===== src/rtl/spi_regwr_framer.sv =====
module spi_regwr_framer #(
  parameter int          SCLK_HALF  = 2,
  parameter int          LEN_W      = 12,
  parameter logic [7:0]  GRAM_INDEX = 8'h22
) (
  input  logic             clk,
  input  logic             rst_n,
  input  logic             req_valid,
  input  logic [7:0]       req_index,
  input  logic [15:0]      req_value,
  input  logic             req_burst,
  input  logic [LEN_W-1:0] req_len,
  input  logic             req_swap,
  output logic             busy,
  output logic             done,
  input  logic [15:0]      pix_data,
  input  logic             pix_valid,
  output logic             pix_ready,
  output logic             sclk,
  output logic             mosi,
  output logic             cs_n,
  output logic             dc
);
  localparam int DIV_W = (SCLK_HALF > 1) ? $clog2(SCLK_HALF) : 1;
  localparam logic [DIV_W-1:0] DIV_LAST = DIV_W'(SCLK_HALF - 1);

  typedef enum logic [1:0] {S_IDLE, S_SHIFT, S_FETCH, S_TAIL} state_t;

  state_t           state;
  logic [15:0]      sh, val_q;
  logic [4:0]       bitcnt;
  logic [DIV_W-1:0] div;
  logic [LEN_W-1:0] rem;
  logic             sclk_q, cs_q, dc_q, done_q;
  logic             in_index, is_burst, word_q;

  wire tick = (div == DIV_LAST);

  assign busy      = (state != S_IDLE);
  assign done      = done_q;
  assign pix_ready = (state == S_FETCH);
  assign sclk      = sclk_q;
  assign mosi      = sh[15];
  assign cs_n      = cs_q;
  assign dc        = dc_q;

  always_ff @(posedge clk or negedge rst_n) begin
    if (!rst_n) begin
      state    <= S_IDLE;
      sh       <= '0;
      val_q    <= '0;
      bitcnt   <= '0;
      div      <= '0;
      rem      <= '0;
      sclk_q   <= 1'b0;
      cs_q     <= 1'b1;
      dc_q     <= 1'b0;
      done_q   <= 1'b0;
      in_index <= 1'b0;
      is_burst <= 1'b0;
      word_q   <= 1'b0;
    end else begin
      done_q <= 1'b0;
      case (state)
        S_IDLE: begin
          if (req_valid) begin
            state    <= S_SHIFT;
            cs_q     <= 1'b0;
            dc_q     <= 1'b0;
            sh       <= {req_index, 8'h00};
            bitcnt   <= 5'd8;
            div      <= '0;
            sclk_q   <= 1'b0;
            in_index <= 1'b1;
            is_burst <= req_burst;
            rem      <= req_burst ? req_len : '0;
            word_q   <= (req_index == GRAM_INDEX) && !req_swap;
            val_q    <= req_value;
          end
        end
        S_SHIFT: begin
          if (!tick) begin
            div <= div + 1'b1;
          end else begin
            div <= '0;
            if (!sclk_q) begin
              sclk_q <= 1'b1;
            end else begin
              sclk_q <= 1'b0;
              sh     <= {sh[14:0], 1'b0};
              bitcnt <= bitcnt - 1'b1;
              if (bitcnt == 5'd1) begin
                in_index <= 1'b0;
                if (in_index && !is_burst) begin
                  sh     <= val_q;
                  bitcnt <= 5'd16;
                  dc_q   <= 1'b1;
                end else if (rem != '0) begin
                  state <= S_FETCH;
                  dc_q  <= 1'b1;
                end else begin
                  state <= S_TAIL;
                end
              end
            end
          end
        end
        S_FETCH: begin
          if (pix_valid) begin
            state <= S_SHIFT;
            div   <= '0;
            sh    <= word_q ? pix_data : {pix_data[7:0], pix_data[15:8]};
            if (!word_q && rem == LEN_W'(1)) begin
              bitcnt <= 5'd8;
              rem    <= '0;
            end else begin
              bitcnt <= 5'd16;
              rem    <= (rem >= LEN_W'(2)) ? rem - LEN_W'(2) : '0;
            end
          end
        end
        S_TAIL: begin
          if (!tick) begin
            div <= div + 1'b1;
          end else begin
            div    <= '0;
            cs_q   <= 1'b1;
            dc_q   <= 1'b0;
            done_q <= 1'b1;
            state  <= S_IDLE;
          end
        end
        default: state <= S_IDLE;
      endcase
    end
  end
endmodule



===== config.mk =====
export PLATFORM = sky130hd
export DESIGN_NAME = spi_regwr_framer
export DESIGN_NICKNAME = d
export VERILOG_FILES = /design/src/rtl/spi_regwr_framer.sv
export SDC_FILE = /design/constraint.sdc
export NUM_CORES = 1
export LEC_CHECK = 0
export BUFFER_PORTS_ARGS = -buffer_cell sky130_fd_sc_hd__buf_2
export CAP_MARGIN = 20
export CORE_ASPECT_RATIO = 0.8
export CORE_UTILIZATION = 51
export DETAILED_ROUTE_END_ITERATION = 8
export PLACE_DENSITY = 0.86
export SLEW_MARGIN = 20
export SYNTH_ARGS = -nofsm -noshare
export SYNTH_HDL_FRONTEND = slang
export SYNTH_SLANG_ARGS = --single-unit

===== constraint.sdc =====
create_clock -name clk -period 2 [get_ports clk]
set_input_delay 0.1 -clock clk [delete_from_list [all_inputs] [get_ports clk]]
set_output_delay 0.1 -clock clk [all_outputs]
set_load 0.005 [all_outputs]

# After elaboration in Yosys (flattened, before gate mapping)
# Cells that the tools add are included.
# word_totals
out_inout_bits	7
ff_bits	59
input_bits	58
elab_cells	109
# op_classes
mux	54
addsub	3
order_cmp	1
reduce_logical	24
n_eq_ne	14
# op_table
cell	count
$mux W16	7
$mux W12	5
$pmux W16 S3	1
$mux W5	7
$pmux W12 S2	1
$mux W1	19
$pmux W5 S3	1
$mux W2	7
$ne A2 B2 Y1 const B	7
$reduce_and A7 Y1	2
$eq A12 B1 Y1 const B	1
$ge A12 B2 Y1 const B	1
$reduce_bool A12 Y1	1
$sub A12 B2 Y12 const B	1
$reduce_and A5 Y1	2
$reduce_and A3 Y1	3
$eq A8 B6 Y1 const B	1
$pmux W2 S4	1
$reduce_bool A2 Y1	4
$pmux W1 S2	3
$pmux W1 S3	2
$reduce_bool A3 Y1	2
$eq A5 B1 Y1 const B	1
$sub A5 B1 Y5 const B	1
9 further kinds	15

# Longest topological paths before layout
# depth
word_depth	7
depth_mapped	8

# Least setup slack after synthesis
# No wires, ideal clock.
# synth_path
path_kind	register to register
from	reg state[0]
to	reg bitcnt[4]
arrival_time_ns	1.815
setup_slack_ns	0.054
setup_ns	0.131
t_required_ns	1.869
path_buffers	2
stages_incl_launch_ff	9
period_less_slack_ns	1.946
path_cell_list	dfrtp_1 inv_1 ha_1 buf_2 nor2b_1 or4_4 buf_2 nand2_1 o21ai_0
# synth_via
elab_chain_len	3
# synth_lines
item	line	text
from (decl)	29	state_t state;
from (signal assigned)	49	state <= S_IDLE;
from (signal assigned)	67	state <= S_SHIFT;
from (signal assigned)	99	state <= S_FETCH;
$eq A2 B2 Y1 *	-	
named net pix_ready	18	output logic pix_ready,
$ne A2 B2 Y1 (no line) / $reduce_bool A3 Y1 (equally long branches)	-	
$reduce_and A5 Y1 (no line)	-	
to (signal assigned)	91	bitcnt <= bitcnt - 1'b1;
to (decl)	31	logic [4:0] bitcnt;
# The timed path passes the listed nets; every way through them passes the cells marked *.
# A chain may end at the register's enable or synchronous reset.

# Worst setup path in the final report
# layout_path
from	reg state[0]
to	reg bitcnt[0]
# layout_via
elab_chain_len	3
# layout_lines
item	line	text
$eq A2 B1 Y1, or another cell as far along	64	case (state)
$ne A2 B2 Y1 (no line) / $reduce_bool A3 Y1 (equally long branches)	-	
$reduce_and A5 Y1 (no line)	-	
# Several ways; a longest one is shown, not always the timed one.

==> reports/metrics.cfg <==
[floorplanning]
chipHeight_um=77.5
core_um2=6890
dieWidth_um=96.4
rows=27
design.die.area_um2=7480
initial_core_util=0.528
io_pins=65

[worst_setup_path]
crit_type=flop to flop
crit_fanout=11
worst_path_dominant_cell_family=simple AND/OR/NAND/NOR gates
reg2regPathDepth=6
required_ps=2250
cp_cell_sequence=inv_1, ha_1, nor2b_2, or4_4, buf_12, o21ai_0
critical_path.slowest_cell=sky130_fd_sc_hd__or4_4
launching_element_of_the_worst_setup_path=state[0]
endpoint=bitcnt[0]
cp-end-kind=flop
timing.critical_path.slowest_cell_delay_ps=600
cp-start-kind=flop
worstSetupPathDepth=6
sum_of_buffers_and_inverters_on_the_critical_path=2
reg2reg_to=bitcnt[0]
rr_startpoint=state[0]
regToRegSetupSlack_ps=-30
critical_path_arrival_ps=2280

[detailed_routing]
ant_nets=0
dr.pass1.iters=6
post-route-drc-count=0
wirelength_um=10800
detailedRoute.firstIterationViolations=419
post_drt_wl_per_cell_um=19.0
total_vias_in_the_final_route=3648
vias_per_cell=6.42

[cells_and_area]
syn_to_final_growth_pct=31.0
drive_gt1_frac=0.368
layout.area.seq_um2=1480
multiInputGateArea_um2=2100
non_filler_instances=568
diodes=0
layout.cell_area.non_filler_um2=4760
fin_util=0.691
filler_cells_inserted=503
nets=542

[timing]
final-setup-viol-count=2
layout_min_cycle_time_ps=2030
fin_skew_ps=7.75
post-route-worst-setup-slack_ps=-33.9
timing.slew.headroom=0.567
final_min_period_over_clock_period=1.02
timing.final.hold_violations=0
top_achievable_clock_speed_ghz=0.492
rsz0062_at_grt=yes
worst-slew-pin-transition_ps=648
worst_hold_slack_ps=21.8
timing.setup.tns_ps=-38.8
final_max_slew_viol_count=0

[job]
max_cap_violations=0

[worst_hold_path]
min-delay-start=req_len[0]
min_path_type=primary input to flop

[global_routing]
grt_remaining_overflow=0
first_global_vias=3418
grt_pass1_wl_um=16600
number_of_antenna_violations_at_the_first_check_in_global_routing=0
grt_max_degree=41
track_usage=0.295

[synth]
syn-instance-count=377
synth_enable_flop_cells=0
synth.net_count=443
async_flop_share=1.00
syn_avg_cell_area_um2=9.65
synth.distinct_cells=56
synth_seq_cells=59
ys_seq_area_frac=0.406
synth-warning-count=0
ys_dominant_reg_cell=sky130_fd_sc_hd__dfrtp_1
synth.cell_area_um2=3640

[status]
outcome=finished, violations left
violations=setup timing

[power]
cell_internal_pwr_w=0.00437
power.static_leakage_nw=2.10
vdd_ir_drop_max_mv=0.791
power.density_cell_area_nw_per_um2=1630
switching_share=0.436
p_sw_w=0.00338
pwr-share-comb=0.584
p_clk_frac=0.141
seqPwrFrac=0.275

[clocking]
cts.reportedPaths.clkPinSlew_ps=70
cts.path.max_buffers=2
clock_latency_ps=340
numCtsBuffers=9
tritoncts=built
root_buffer=sky130_fd_sc_hd__clkbuf_8
ctsHtreeMaxLevel=3
clock-sinks=59

[place]
io_buffer_count=64
dp_cells=528
placedInstanceArea_um2=4210
hpwl_um=7170
gp_congestion=0.993

layer usage:
layer | GRT usage | up-vias | part of all wire | wire (um)
met5 | 0 | - | 0 | 0
met4 | 0.138 | 0 | 0.039 | 422
met3 | 0.0647 | 59 | 0.096 | 1030
met2 | 0.437 | 252 | 0.45 | 4870
met1 | 0.410 | 1733 | 0.41 | 4460
li1 | - | 1604 | - | -
worst reg2reg max path: stages, from the launching register on:
cell	delay [ps]
sky130_fd_sc_hd__dfrtp_1	400
sky130_fd_sc_hd__inv_1	110
sky130_fd_sc_hd__ha_1	240
sky130_fd_sc_hd__nor2b_2	190
sky130_fd_sc_hd__or4_4	600
sky130_fd_sc_hd__buf_12	180
sky130_fd_sc_hd__o21ai_0	220
placed cells by master, fill, tap and decap left out, types with 5 or more instances in the layout:
cell type	count
sky130_fd_sc_hd__buf_2	64
sky130_fd_sc_hd__dfrtp_1	58
sky130_fd_sc_hd__o21ai_0	28
sky130_fd_sc_hd__mux2_2	27
sky130_fd_sc_hd__buf_4	24
sky130_fd_sc_hd__nor2_1	23
sky130_fd_sc_hd__dlygate4sd3_1	18
sky130_fd_sc_hd__mux2i_1	17
sky130_fd_sc_hd__nand2_1	16
sky130_fd_sc_hd__and3_1	16
sky130_fd_sc_hd__a21oi_1	15
sky130_fd_sc_hd__a31oi_1	14
sky130_fd_sc_hd__inv_1	12
sky130_fd_sc_hd__clkbuf_8	10
sky130_fd_sc_hd__a21boi_0	9
sky130_fd_sc_hd__or2_2	8
sky130_fd_sc_hd__ha_1	7
sky130_fd_sc_hd__nor3_1	6
sky130_fd_sc_hd__nand3_1	6
sky130_fd_sc_hd__a211oi_2	5
sky130_fd_sc_hd__a32oi_1	5
sky130_fd_sc_hd__o31ai_1	5
logic make-up after synthesis:
logic type	count (synthesis)	share of synthesized area
adder cells (fa/ha/maj)	8	0.0275
buffers and inverters	40	0.0454
XOR/XNOR	1	0.00241
AND/OR/NAND/NOR	112	0.176
multiplexers	44	0.130
flip-flops	59	0.406
AO/OA/AOI/OAI	113	0.212
registers in the layout (all words and copies together) (netlist names), 2 cells and up:
| register | flops |
|---|---|
| val_q | 16 |
| rem | 12 |
| state | 2 |
| sh | 16 |
| bitcnt | 5 |
what timing repair did:
item                                    CTS  global route
endpoints found under the setup margin    5            28
resized for setup                         2            25
hold endpoints to repair                 35             0
gates cloned                              0             2
pin swaps                                 0             4
hold buffers                             18             0
buffers inserted                          0             4
power by group through the flow:
stage	clock network, W	registers, W	logic (W)
floorplan	0	0.00200	0.00267
global placement	0	0.00209	0.00372
detailed placement	0	0.00211	0.00390
CTS	0.00110	0.00209	0.00396
global route	0.00114	0.00219	0.00484
finish	0.00109	0.00213	0.00453
cell usage after synthesis, types with 5 or more instances:
library cell | n | share of area
sky130_fd_sc_hd__a211oi_1 | 8 | 0.017
sky130_fd_sc_hd__nor2b_1 | 5 | 0.0086
sky130_fd_sc_hd__nor3_1 | 7 | 0.0096
sky130_fd_sc_hd__a32oi_1 | 5 | 0.012
sky130_fd_sc_hd__nor2_1 | 25 | 0.026
sky130_fd_sc_hd__or2_2 | 8 | 0.014
sky130_fd_sc_hd__ha_1 | 8 | 0.028
sky130_fd_sc_hd__a31oi_1 | 15 | 0.026
sky130_fd_sc_hd__nand3_1 | 6 | 0.0083
sky130_fd_sc_hd__mux2_2 | 27 | 0.084
sky130_fd_sc_hd__inv_1 | 12 | 0.012
sky130_fd_sc_hd__and3_1 | 16 | 0.028
sky130_fd_sc_hd__o31ai_1 | 7 | 0.014
sky130_fd_sc_hd__a21boi_0 | 10 | 0.021
sky130_fd_sc_hd__dfrtp_1 | 58 | 0.40
sky130_fd_sc_hd__clkbuf_1 | 16 | 0.017
sky130_fd_sc_hd__o21ai_0 | 29 | 0.040
sky130_fd_sc_hd__nand2b_1 | 5 | 0.0086
sky130_fd_sc_hd__buf_2 | 9 | 0.012
sky130_fd_sc_hd__mux2i_1 | 17 | 0.047
sky130_fd_sc_hd__a21oi_1 | 15 | 0.021
sky130_fd_sc_hd__nand2_1 | 18 | 0.019
cell type report:
class,instances,share of cell area
Sequential cell,59,0.310
Clock inverter,5,0.0110
Timing Repair Buffer,114,0.172
Inverter,14,0.0126
Multi-Input combinational cell,278,0.442
Clock buffer,11,0.0297
Tap cell,87,0.0229
worst min-delay path by stage:
stage,endpoint,slack [ps],cells past startpoint
finish,rem[0],20,3
global route,is_burst,40,2
detailed placement,sh[3],80,1
floorplan,bitcnt[0],-200,0
CTS,rem[0],20,3
global placement,val_q[1],80,1
stage by stage:
stage / power, W / setup slack, ps
after detailed placement: 0.00601 / -47.4
final: 0.00775 / -33.9
after floorplan: 0.00467 / 54.2
after global routing: 0.00818 / -61.9
after global placement: 0.00582 / 71.1
after CTS: 0.00716 / 31.3
No activity file was read; power rests on OpenSTA's default activity.
